--- src/rtl/seq_pkg.sv ---
package seq_pkg;

    localparam int SEQ_TMR_W = 14;

    typedef enum logic [2:0] {
        ST_BOOT     = 3'd0,
        ST_IDLE     = 3'd1,
        ST_CONV     = 3'd2,
        ST_CAL_OFS  = 3'd3,
        ST_CAL_GAIN = 3'd4
    } seq_state_t;

    typedef enum logic [2:0] {
        CS_NONE      = 3'd0,
        CS_SELF_OFS  = 3'd1,
        CS_SELF_GAIN = 3'd2,
        CS_SYS_OFS   = 3'd3,
        CS_SYS_GAIN  = 3'd4
    } cal_step_t;

    localparam logic [2:0] CC_NONE      = 3'b000;
    localparam logic [2:0] CC_SELF_OFS  = 3'b001;
    localparam logic [2:0] CC_SELF_GAIN = 3'b010;
    localparam logic [2:0] CC_SELF_BOTH = 3'b011;
    localparam logic [2:0] CC_SYS_OFS   = 3'b101;
    localparam logic [2:0] CC_SYS_GAIN  = 3'b110;

    // Master-clock cycles per output word for each rate code.
    function automatic logic [SEQ_TMR_W-1:0] rate_cycles(input logic [2:0] code);
        logic [SEQ_TMR_W-1:0] n;
        unique case (code)
            3'd0:    n = 14'd2182;
            3'd1:    n = 14'd1090;
            3'd2:    n = 14'd546;
            3'd3:    n = 14'd266;
            3'd4:    n = 14'd194;
            3'd5:    n = 14'd162;
            3'd6:    n = 14'd8722;
            default: n = 14'd4362;
        endcase
        return n;
    endfunction

    function automatic logic cal_code_valid(input logic [2:0] code);
        return (code == CC_SELF_OFS) || (code == CC_SELF_GAIN) ||
               (code == CC_SELF_BOTH) || (code == CC_SYS_OFS) ||
               (code == CC_SYS_GAIN);
    endfunction

    function automatic logic cal_starts_offset(input logic [2:0] code);
        return (code == CC_SELF_OFS) || (code == CC_SELF_BOTH) ||
               (code == CC_SYS_OFS);
    endfunction

endpackage

--- src/rtl/seq_startup.sv ---
module seq_startup #(
    parameter int CYCLES = 1024
) (
    input  logic clk,
    input  logic rst_n,
    output logic done_o
);
    localparam int CW = $clog2(CYCLES + 1);
    localparam logic [CW-1:0] LAST = CW'(CYCLES - 1);

    logic [CW-1:0] cnt_q;

    assign done_o = (cnt_q == LAST);

    always_ff @(posedge clk or negedge rst_n) begin
        if (!rst_n) begin
            cnt_q <= '0;
        end else if (!done_o) begin
            cnt_q <= cnt_q + 1'b1;
        end
    end

    AST_BOOT_DONE_HOLDS: assert property (@(posedge clk) disable iff (!rst_n)
        done_o |=> done_o);

endmodule

--- src/rtl/seq_rate_map.sv ---
module seq_rate_map
    import seq_pkg::*;
#(
    parameter int TMR_W       = SEQ_TMR_W,
    parameter int FIRST_EXTRA = 7
) (
    input  logic [2:0]       rate_i,
    input  logic             first_i,
    output logic [TMR_W-1:0] len_o
);
    logic [TMR_W-1:0] base;
    logic [TMR_W-1:0] extra;

    always_comb begin
        base  = TMR_W'(rate_cycles(rate_i));
        extra = first_i ? TMR_W'(FIRST_EXTRA) : '0;
        len_o = base + extra;
    end

endmodule

--- src/rtl/seq_step_timer.sv ---
module seq_step_timer #(
    parameter int TMR_W = 14
) (
    input  logic             clk,
    input  logic             rst_n,
    input  logic             load_i,
    input  logic [TMR_W-1:0] len_i,
    input  logic             run_i,
    output logic             tick_o
);
    logic [TMR_W-1:0] cnt_q;

    assign tick_o = run_i && (cnt_q == '0);

    always_ff @(posedge clk or negedge rst_n) begin
        if (!rst_n) begin
            cnt_q <= '0;
        end else if (load_i) begin
            cnt_q <= len_i - 1'b1;
        end else if (cnt_q != '0) begin
            cnt_q <= cnt_q - 1'b1;
        end
    end

    AST_LOAD_LEN_NONZERO: assert property (@(posedge clk) disable iff (!rst_n)
        load_i |-> (len_i != '0));

    AST_LOAD_STARTS_FULL: assert property (@(posedge clk) disable iff (!rst_n)
        (load_i && len_i > 1) |=> !tick_o);

endmodule

--- src/rtl/conv_cal_seq.sv ---
module conv_cal_seq
    import seq_pkg::*;
#(
    parameter int STARTUP_CYCLES = 1024,
    parameter int FIRST_EXTRA    = 7,
    parameter int TMR_W          = SEQ_TMR_W
) (
    input  logic       clk,
    input  logic       rst_n,
    input  logic       single_req,
    input  logic       cont_en,
    input  logic [2:0] rate_sel,
    input  logic       cal_load,
    input  logic [2:0] cal_code,
    input  logic       flag_clr,
    output logic       ready,
    output logic       step_done,
    output logic [2:0] cal_step,
    output logic [2:0] cal_ctrl,
    output logic       done_flag
);
    seq_state_t       state_q, state_d;
    logic [2:0]       ctrl_q, ctrl_d;
    logic             done_q, done_d;
    logic             boot_done;
    logic             tmr_load, tmr_first, tmr_tick, tmr_run;
    logic             finish;
    logic [TMR_W-1:0] tmr_len;

    seq_startup #(.CYCLES(STARTUP_CYCLES)) u_startup (
        .clk    (clk),
        .rst_n  (rst_n),
        .done_o (boot_done)
    );

    seq_rate_map #(.TMR_W(TMR_W), .FIRST_EXTRA(FIRST_EXTRA)) u_rate_map (
        .rate_i  (rate_sel),
        .first_i (tmr_first),
        .len_o   (tmr_len)
    );

    seq_step_timer #(.TMR_W(TMR_W)) u_timer (
        .clk    (clk),
        .rst_n  (rst_n),
        .load_i (tmr_load),
        .len_i  (tmr_len),
        .run_i  (tmr_run),
        .tick_o (tmr_tick)
    );

    assign tmr_run = (state_q == ST_CONV) || (state_q == ST_CAL_OFS) ||
                     (state_q == ST_CAL_GAIN);

    // Next-state and step-control decode.
    always_comb begin
        state_d   = state_q;
        ctrl_d    = ctrl_q;
        tmr_load  = 1'b0;
        tmr_first = 1'b0;
        finish    = 1'b0;
        unique case (state_q)
            ST_BOOT: begin
                if (boot_done) begin
                    state_d = ST_IDLE;
                end
            end
            ST_IDLE: begin
                if (cal_load && cal_code_valid(cal_code)) begin
                    tmr_load = 1'b1;
                    ctrl_d   = cal_code;
                    state_d  = cal_starts_offset(cal_code) ? ST_CAL_OFS : ST_CAL_GAIN;
                end else if (single_req || cont_en) begin
                    tmr_load  = 1'b1;
                    tmr_first = 1'b1;
                    state_d   = ST_CONV;
                end
            end
            ST_CONV: begin
                if (tmr_tick) begin
                    finish = 1'b1;
                    if (cont_en) begin
                        tmr_load = 1'b1;
                    end else begin
                        state_d = ST_IDLE;
                    end
                end
            end
            ST_CAL_OFS: begin
                if (tmr_tick) begin
                    if (ctrl_q == CC_SELF_BOTH) begin
                        tmr_load = 1'b1;
                        state_d  = ST_CAL_GAIN;
                    end else begin
                        finish  = 1'b1;
                        ctrl_d  = CC_NONE;
                        state_d = ST_IDLE;
                    end
                end
            end
            ST_CAL_GAIN: begin
                if (tmr_tick) begin
                    finish  = 1'b1;
                    ctrl_d  = CC_NONE;
                    state_d = ST_IDLE;
                end
            end
            default: begin
                state_d = ST_IDLE;
                ctrl_d  = CC_NONE;
            end
        endcase
        done_d = finish ? 1'b1 : (flag_clr ? 1'b0 : done_q);
    end

    // State register.
    always_ff @(posedge clk or negedge rst_n) begin
        if (!rst_n) begin
            state_q <= ST_BOOT;
            ctrl_q  <= CC_NONE;
            done_q  <= 1'b0;
        end else begin
            state_q <= state_d;
            ctrl_q  <= ctrl_d;
            done_q  <= done_d;
        end
    end

    // Outputs.
    always_comb begin
        ready     = (state_q != ST_BOOT);
        step_done = tmr_tick;
        cal_ctrl  = ctrl_q;
        done_flag = done_q;
        unique case (state_q)
            ST_CAL_OFS:  cal_step = (ctrl_q == CC_SYS_OFS)  ? CS_SYS_OFS  : CS_SELF_OFS;
            ST_CAL_GAIN: cal_step = (ctrl_q == CC_SYS_GAIN) ? CS_SYS_GAIN : CS_SELF_GAIN;
            default:     cal_step = CS_NONE;
        endcase
    end

    AST_CAL_END_CLEARS: assert property (@(posedge clk) disable iff (!rst_n)
        (state_q == ST_CAL_GAIN && tmr_tick) |=> (cal_ctrl == CC_NONE && done_flag));

    AST_COMBO_CHAINS: assert property (@(posedge clk) disable iff (!rst_n)
        (state_q == ST_CAL_OFS && tmr_tick && ctrl_q == CC_SELF_BOTH)
        |=> (cal_step == CS_SELF_GAIN && cal_ctrl == CC_SELF_BOTH));

    AST_UNUSED_NOP: assert property (@(posedge clk) disable iff (!rst_n)
        (state_q == ST_IDLE && cal_load && (cal_code == 3'b100 || cal_code == 3'b111)
         && !single_req && !cont_en && !flag_clr)
        |=> (state_q == ST_IDLE && cal_ctrl == CC_NONE && done_flag == $past(done_flag)));

    AST_DONE_AFTER_STEP: assert property (@(posedge clk) disable iff (!rst_n)
        $rose(done_flag) |-> $past(step_done));

    AST_READY_STICKY: assert property (@(posedge clk) disable iff (!rst_n)
        ready |=> ready);

endmodule

--- config.mk ---
export PLATFORM = sky130hd
export DESIGN_NAME = conv_cal_seq
export DESIGN_NICKNAME = d
export VERILOG_FILES = /design/src/rtl/seq_pkg.sv /design/src/rtl/seq_startup.sv /design/src/rtl/seq_rate_map.sv /design/src/rtl/seq_step_timer.sv /design/src/rtl/conv_cal_seq.sv
export SDC_FILE = /design/constraint.sdc
export NUM_CORES = 1
export LEC_CHECK = 0
export BUFFER_PORTS_ARGS = -buffer_cell sky130_fd_sc_hd__buf_2
export CAP_MARGIN = 20
export CORE_ASPECT_RATIO = 1.75
export CORE_UTILIZATION = 30
export CTS_BUF_LIST = sky130_fd_sc_hd__clkbuf_8
export CTS_CLUSTER_DIAMETER = 120
export DETAILED_ROUTE_END_ITERATION = 7
export RECOVER_POWER = 25
export SLEW_MARGIN = 20
export SYNTH_ARGS = -nofsm -noshare
export SYNTH_HDL_FRONTEND = slang
export SYNTH_SLANG_ARGS = --single-unit
--- constraint.sdc ---
create_clock -name clk -period 1.95 [get_ports clk]
set_input_delay 0.585 -clock clk [delete_from_list [all_inputs] [get_ports clk]]
set_output_delay 0.585 -clock clk [all_outputs]
set_load 0.01 [all_outputs]
### Word level (Yosys, flattened, before mapping)

Cells that the tools add are included.

| cells by class | value |
|---|---|
| $add $sub $neg | 4 |
| $mul | 0 |
| div/mod/pow operators | 0 |
| $lt $le $gt $ge | 0 |
| eq/ne operators | 27 |
| shifts and indexed selects | 0 |
| multiplexer cells | 37 |
| bitwise logic cells | 1 |
| reductions and logical operators | 22 |

Operators with widths:

| operator | number |
|---|---|
| $pmux W14 S7 | 1 |
| $mux W3 | 15 |
| $mux W14 | 2 |
| $sub A14 B1 Y14 const B | 2 |
| $eq A3 B3 Y1 const B | 8 |
| $eq A3 B2 Y1 const B | 7 |
| $pmux W3 S5 | 1 |
| $add A14 B14 Y14 | 1 |
| $logic_not A14 Y1 | 1 |
| $ne A2 B2 Y1 const B | 7 |
| $reduce_bool A14 Y1 | 1 |
| $mux W1 | 13 |
| $pmux W3 S4 | 1 |
| $add A11 B1 Y11 const B | 1 |
| $eq A11 B10 Y1 const B | 1 |
| $eq A3 B1 Y1 const B | 3 |
| $logic_or A1 B1 Y1 | 9 |
| $logic_not A3 Y1 | 2 |
| $pmux W3 S2 | 1 |
| $reduce_and A6 Y1 | 1 |
| $reduce_and A5 Y1 | 1 |
| $reduce_bool A2 Y1 | 2 |
| $reduce_or A2 Y1 | 2 |
| $ne A3 B3 Y1 const B | 1 |
| other kinds (6) | 7 |

| storage, ports and cells | value |
|---|---|
| bits in registers | 32 |
| latch bits | 0 |
| bits in writable memories | 0 |
| ROM bits | 0 |
| bits of input ports | 12 |
| output and inout port bits | 9 |
| memories | 0 |

### Longest topological paths before layout

| logic depth | value |
|---|---|
| word-level depth | 12 |
| mapped depth | 9 |
| mapped depth without buffers | 8 |

### Hierarchy

Synthesis repeated with hierarchy kept, for this count alone.

| unflattened totals | value |
|---|---|
| cell total of the unflattened synthesis | 252 |
| area, all modules | 2404.8 um^2 |

By module, submodules not included:

| module | times used | cells each | area an instance (um^2) |
|---|---|---|---|
| seq_step_timer | 1 | 105 | 1083.5 |
| seq_startup | 1 | 55 | 570.5 |
| conv_cal_seq | 1 | 65 | 563.0 |
| seq_rate_map | 1 | 27 | 187.7 |

### Least setup slack after synthesis

OpenSTA, ideal clock, no wires.

| timing path | value |
|---|---|
| path type | input port to flip-flop |
| start | in cal_code[1] |
| end | reg u_timer.cnt_q[3] |
| setup time | 0.082 ns |
| arrival | 1.744 ns |
| path slack | 0.124 ns |
| stages | 8 |
| cells stage by stage | and3_1 > o21ai_0 > nor2_1 > ha_1 > nor2_1 > xor2_1 > nor2_1 > a31oi_1 |

| between the ends | value |
|---|---|
| longest elaborated chain between the ends | 12 |

RTL lines:

| what | RTL line | text |
|---|---|---|
| start, declared | conv_cal_seq.sv:14 | `input logic [2:0] cal_code,` |
| $eq A3 B1 Y1 or $eq A3 B2 Y1 (tied branches) | seq_pkg.sv:45 | `return (code == CC_SELF_OFS) \|\| (code == CC_SELF_GAIN) \|\|` |
| $logic_or A1 B1 Y1 (2 in series) | seq_pkg.sv:45 |  |
| $logic_or A1 B1 Y1 | seq_pkg.sv:46 | `(code == CC_SELF_BOTH) \|\| (code == CC_SYS_OFS) \|\|` |
| $logic_or A1 B1 Y1 * | seq_pkg.sv:46 |  |
| $logic_and A1 B1 Y1 * | conv_cal_seq.sv:68 | `if (cal_load && cal_code_valid(cal_code)) begin` |
| $mux W1 | conv_cal_seq.sv:68 |  |
| $mux W1 | conv_cal_seq.sv:61 | `unique case (state_q)` |
| $mux W3 | seq_rate_map.sv:16 | `extra = first_i ? TMR_W'(FIRST_EXTRA) : '0;` |
| $add A14 B14 Y14 | seq_rate_map.sv:17 | `len_o = base + extra;` |
| $sub A14 B1 Y14 | seq_step_timer.sv:19 | `cnt_q <= len_i - 1'b1;` |
| $mux W14 | seq_step_timer.sv:18 | `end else if (load_i) begin` |
| end signal, assigned | seq_step_timer.sv:19 |  |
| end signal, assigned | seq_step_timer.sv:21 | `cnt_q <= cnt_q - 1'b1;` |
| end, declared | seq_step_timer.sv:11 | `logic [TMR_W-1:0] cnt_q;` |

Mark *: on every way between the ends. The rest lies on a longest branch, timed or not.
A chain may end at the register's enable or synchronous reset.

### Worst setup path after layout

| timing path | value |
|---|---|
| start | reg u_timer.cnt_q[4] |
| end | out step_done |

| between the ends | value |
|---|---|
| longest elaborated chain between the ends | 2 |

RTL lines:

| what | RTL line | text |
|---|---|---|
| $logic_not A14 Y1 | seq_step_timer.sv:13 | `assign tick_o = run_i && (cnt_q == '0);` |
| $logic_and A1 B1 Y1 | seq_step_timer.sv:13 |  |
| end, declared | conv_cal_seq.sv:17 | `output logic step_done,` |

Every way passes these cells.

==> key figures <==
Run status
  • Outcome: finished, violations left
  • Failing checks: negative setup slack

Placement
  • HPWL after DPL: around 3.7 mm
  • # port buffers: 20
  • RD Place Congestion: ~0.9
  • Placed cell count: ~340

Critical path
  • Path type of the worst setup path: flop to output pin
  • Critical path's top delay family: simple AND/OR/NAND/NOR gates
  • Data arrival time of the critical path: between 1.5 and 2 ns
  • Critical path origin: u_timer.cnt_q[4]
  • CP cell instances: nor4_4 > nand4_1 > a21oi_2 > buf_2
  • Critical path startpoint category: flop
  • Critical path fanouts, max: 6
  • Worst path required time: between 1 and 1.5 ns
  • Slowest-stage cell, CP: dfrtp_1
  • Critical Path End Type: output pin
  • RR Startpoint: u_timer.cnt_q[0]
  • Crit path buffers/inverters: 1
  • Max incr delay on CP: approximately 0.47 ns

Drt
  • Via count: a little under 2000
  • DR iter-0 viols: approximately 140
  • TritonRoute pass-1 iters: 5
  • Drt drc: 0
  • Vias per cell: roughly 5.2
  • Total Routed Length: slightly below 6 mm
  • DRT antenna net count: 0
  • Routed WL per cell: between 15 and 20 um

GRT
  • GRT Total Usage: 0.1553
  • Number of global-route vias before repair: approximately 1900
  • Initial antenna violation count: 0
  • First-pass GRT wire length: 8.549 mm
  • GRT overflow: 0
  • Largest net degree at the start of global routing: 33

Synth
  • Yosys warns: 0
  • Seq cells post-synth: 32
  • Post-Syn Nets: around 240
  • Seq/Total Area, Yosys: 0.3941
  • Synth async-reset ratio: 1.000
  • Cells after Synth: 220
  • EDFF count, synth: 0
  • Ys flop type: dfrtp_1
  • Synth cell types: 50
  • Mapped Avg Cell Area: 9.236 sq um
  • Synth Cell Area: between 2000 and 2500 sq um

Pwr
  • Internal power: around 2.3 mW
  • Pwr per Cell Area: between 1000 and 1500 nW/um^2
  • Share of power burned in registers: 0.308
  • Peak supply drop: around 400 uV
  • Psw: roughly 1.3 mW
  • Comb power frac: 0.494
  • Leakage: 1.316 nW
  • Clock share of power: 0.199
  • Sw Ratio: 0.3659

Floorplanning
  • Rows: 39
  • Die Y: 110.9 um
  • CORE AREA: 6539 sq um
  • Initial Util: 0.3108
  • Top Ports: 21
  • DIE WIDTH: ~64 um
  • Full die area: between 7000 and 8000 sq um

Clock network
  • Root buffer cell: clkbuf_8
  • Num CTS Buffers: 5
  • Clk pin slew, worst setup/hold paths: roughly 0.070 ns
  • CTS H-tree depth: 2
  • Clk Latency, worst-skew pair: slightly below 0.3 ns
  • Hold Buf Count CTS: 0
  • Clock tree sinks: 32
  • Max clock buf depth: 2
  • CTS tree: built

Timing
  • Slew Viols, Final: 0
  • Minimum clock period: between 2 and 2.5 ns
  • Layout Skew: between 0.008 and 0.009 ns
  • Max-slew headroom: 0.4379
  • RSZ-0062 raised after global routing: true
  • Worst setup margin: -0.2040 ns
  • Finish-stage setup viols: 17
  • Tcrit/Tclk final: 1.105
  • Maximum clock rate: ~0.46 GHz
  • TNS Setup: -1.076 ns
  • Worst Tran Pin Value: about 0.84 ns
  • Final Hold Viols: 0

Final layout
  • Most common library cell in the layout ignoring fill and taps: buf_4
  • Layout cells sized above 1: 0.4676
  • Commonest cells after routing, fill and taps aside: 40 x buf_4, 28 x dfrtp_1, 20 x nand2_1, 20 x buf_2
  • Ant diodes: 0
  • Post-Layout Cell Count: 375
  • Synth-to-layout area growth: 46.31%
  • Final #Nets: ~310

Job
  • Max_cap viols: 0

Min path
  • Hold Path Class: input pin to async pin
==> power groups by stage <==
stage / registers (mW) / logic [mW] / clock network [mW]
floorplan: 1.07 / 0.729 / 0
global placement: 1.09 / 1.13 / 0
detailed placement: 1.10 / 1.14 / 0
CTS: 1.08 / 1.34 / 0.719
global route: 1.12 / 1.90 / 0.739
finish: 1.10 / 1.76 / 0.709
==> state kept, by name, indices dropped and copies added, names as in the netlist <==
signal / count
u_timer.cnt_q: 14
done_flag: 1
state_q: 3
u_startup.cnt_q: 11
cal_ctrl: 3
==> through the flow <==
stage          hold slack (ns)  worst slack, ns  power (mW)  instance area, sq um  utilization
2_1_floorplan           0.2894           0.1244       1.795                  2032            -
3_3_place_gp            0.4825         -0.03083       2.224                  2384       0.3645
3_5_place_dp            0.4951          -0.1112       2.238                  2384       0.3645
4_1_cts                 0.3313          -0.1611       3.141                  2623       0.4011
5_1_grt                 0.4979          -0.2492       3.756                  2973       0.4547
6_report                0.4692          -0.2040       3.571                  2973       0.4547
==> path summary, 6_finish.rpt <==
kind / endpoint / slack, ns / depth (start not counted)
min in group clk: done_flag / 0.48 / 2
worst max-delay path: step_done / -0.20 / 4
max in group asynchronous: u_timer.cnt_q[5] / 0.89 / 2
worst min register to register: u_startup.cnt_q[10] / 0.50 / 1
worst max register to register: u_timer.cnt_q[4] / -0.14 / 11
worst min-delay path: cal_ctrl[0] / 0.47 / 2
==> cells by family after synthesis <==
logic type	share of synthesized area
xor+xnor	0.06035
flops	0.3941
compound gates	0.1712
buf+inv	0.04741
mux	0.02032
simple gates	0.2759
fa+ha+maj	0.03079
==> Yosys cell counts, types with 6 or more instances <==
| cell | number | area, sq um |
|---|---|---|
| xnor2_1 | 9 | 78.83 |
| a21oi_1 | 18 | 90.09 |
| o22ai_1 | 6 | 37.54 |
| nor2_1 | 18 | 67.56 |
| dfrtp_1 | 32 | 800.8 |
| nor3_1 | 8 | 40.04 |
| o21ai_0 | 9 | 45.04 |
| nand2_1 | 22 | 82.58 |
| nand3_1 | 7 | 35.03 |
| inv_1 | 10 | 37.54 |
==> per-layer routing <==
metal  wire length [um]  GRT usage  vias up
met1               2096     0.1466      948
met3                146    0.02778       23
met4                295    0.07852        0
met5                  0          0        -
met2               3356     0.3035       50
li1                   -          -      939
==> what timing repair did <==
item                                    in CTS  in global routing
buffers inserted                            11                 13
pin swaps                                    4                 19
endpoints found under the hold margin        0                  0
gates cloned                                 0                  2
endpoints found under the setup margin       3                 19
resized for setup                           12                 54
==> area by class of cell <==
cell class / count / area [sq um]
Inverter: 10 / 37.54
Clock buffer: 7 / 96.34
Tap cell: 82 / 102.6
Sequential cell: 32 / 805.8
Multi-Input combinational cell: 171 / 1349
Fill cell: 629 / 3566
Timing Repair Buffer: 72 / 551.8
Clock inverter: 1 / 30.03
Power figures use the tool's default switching activity.
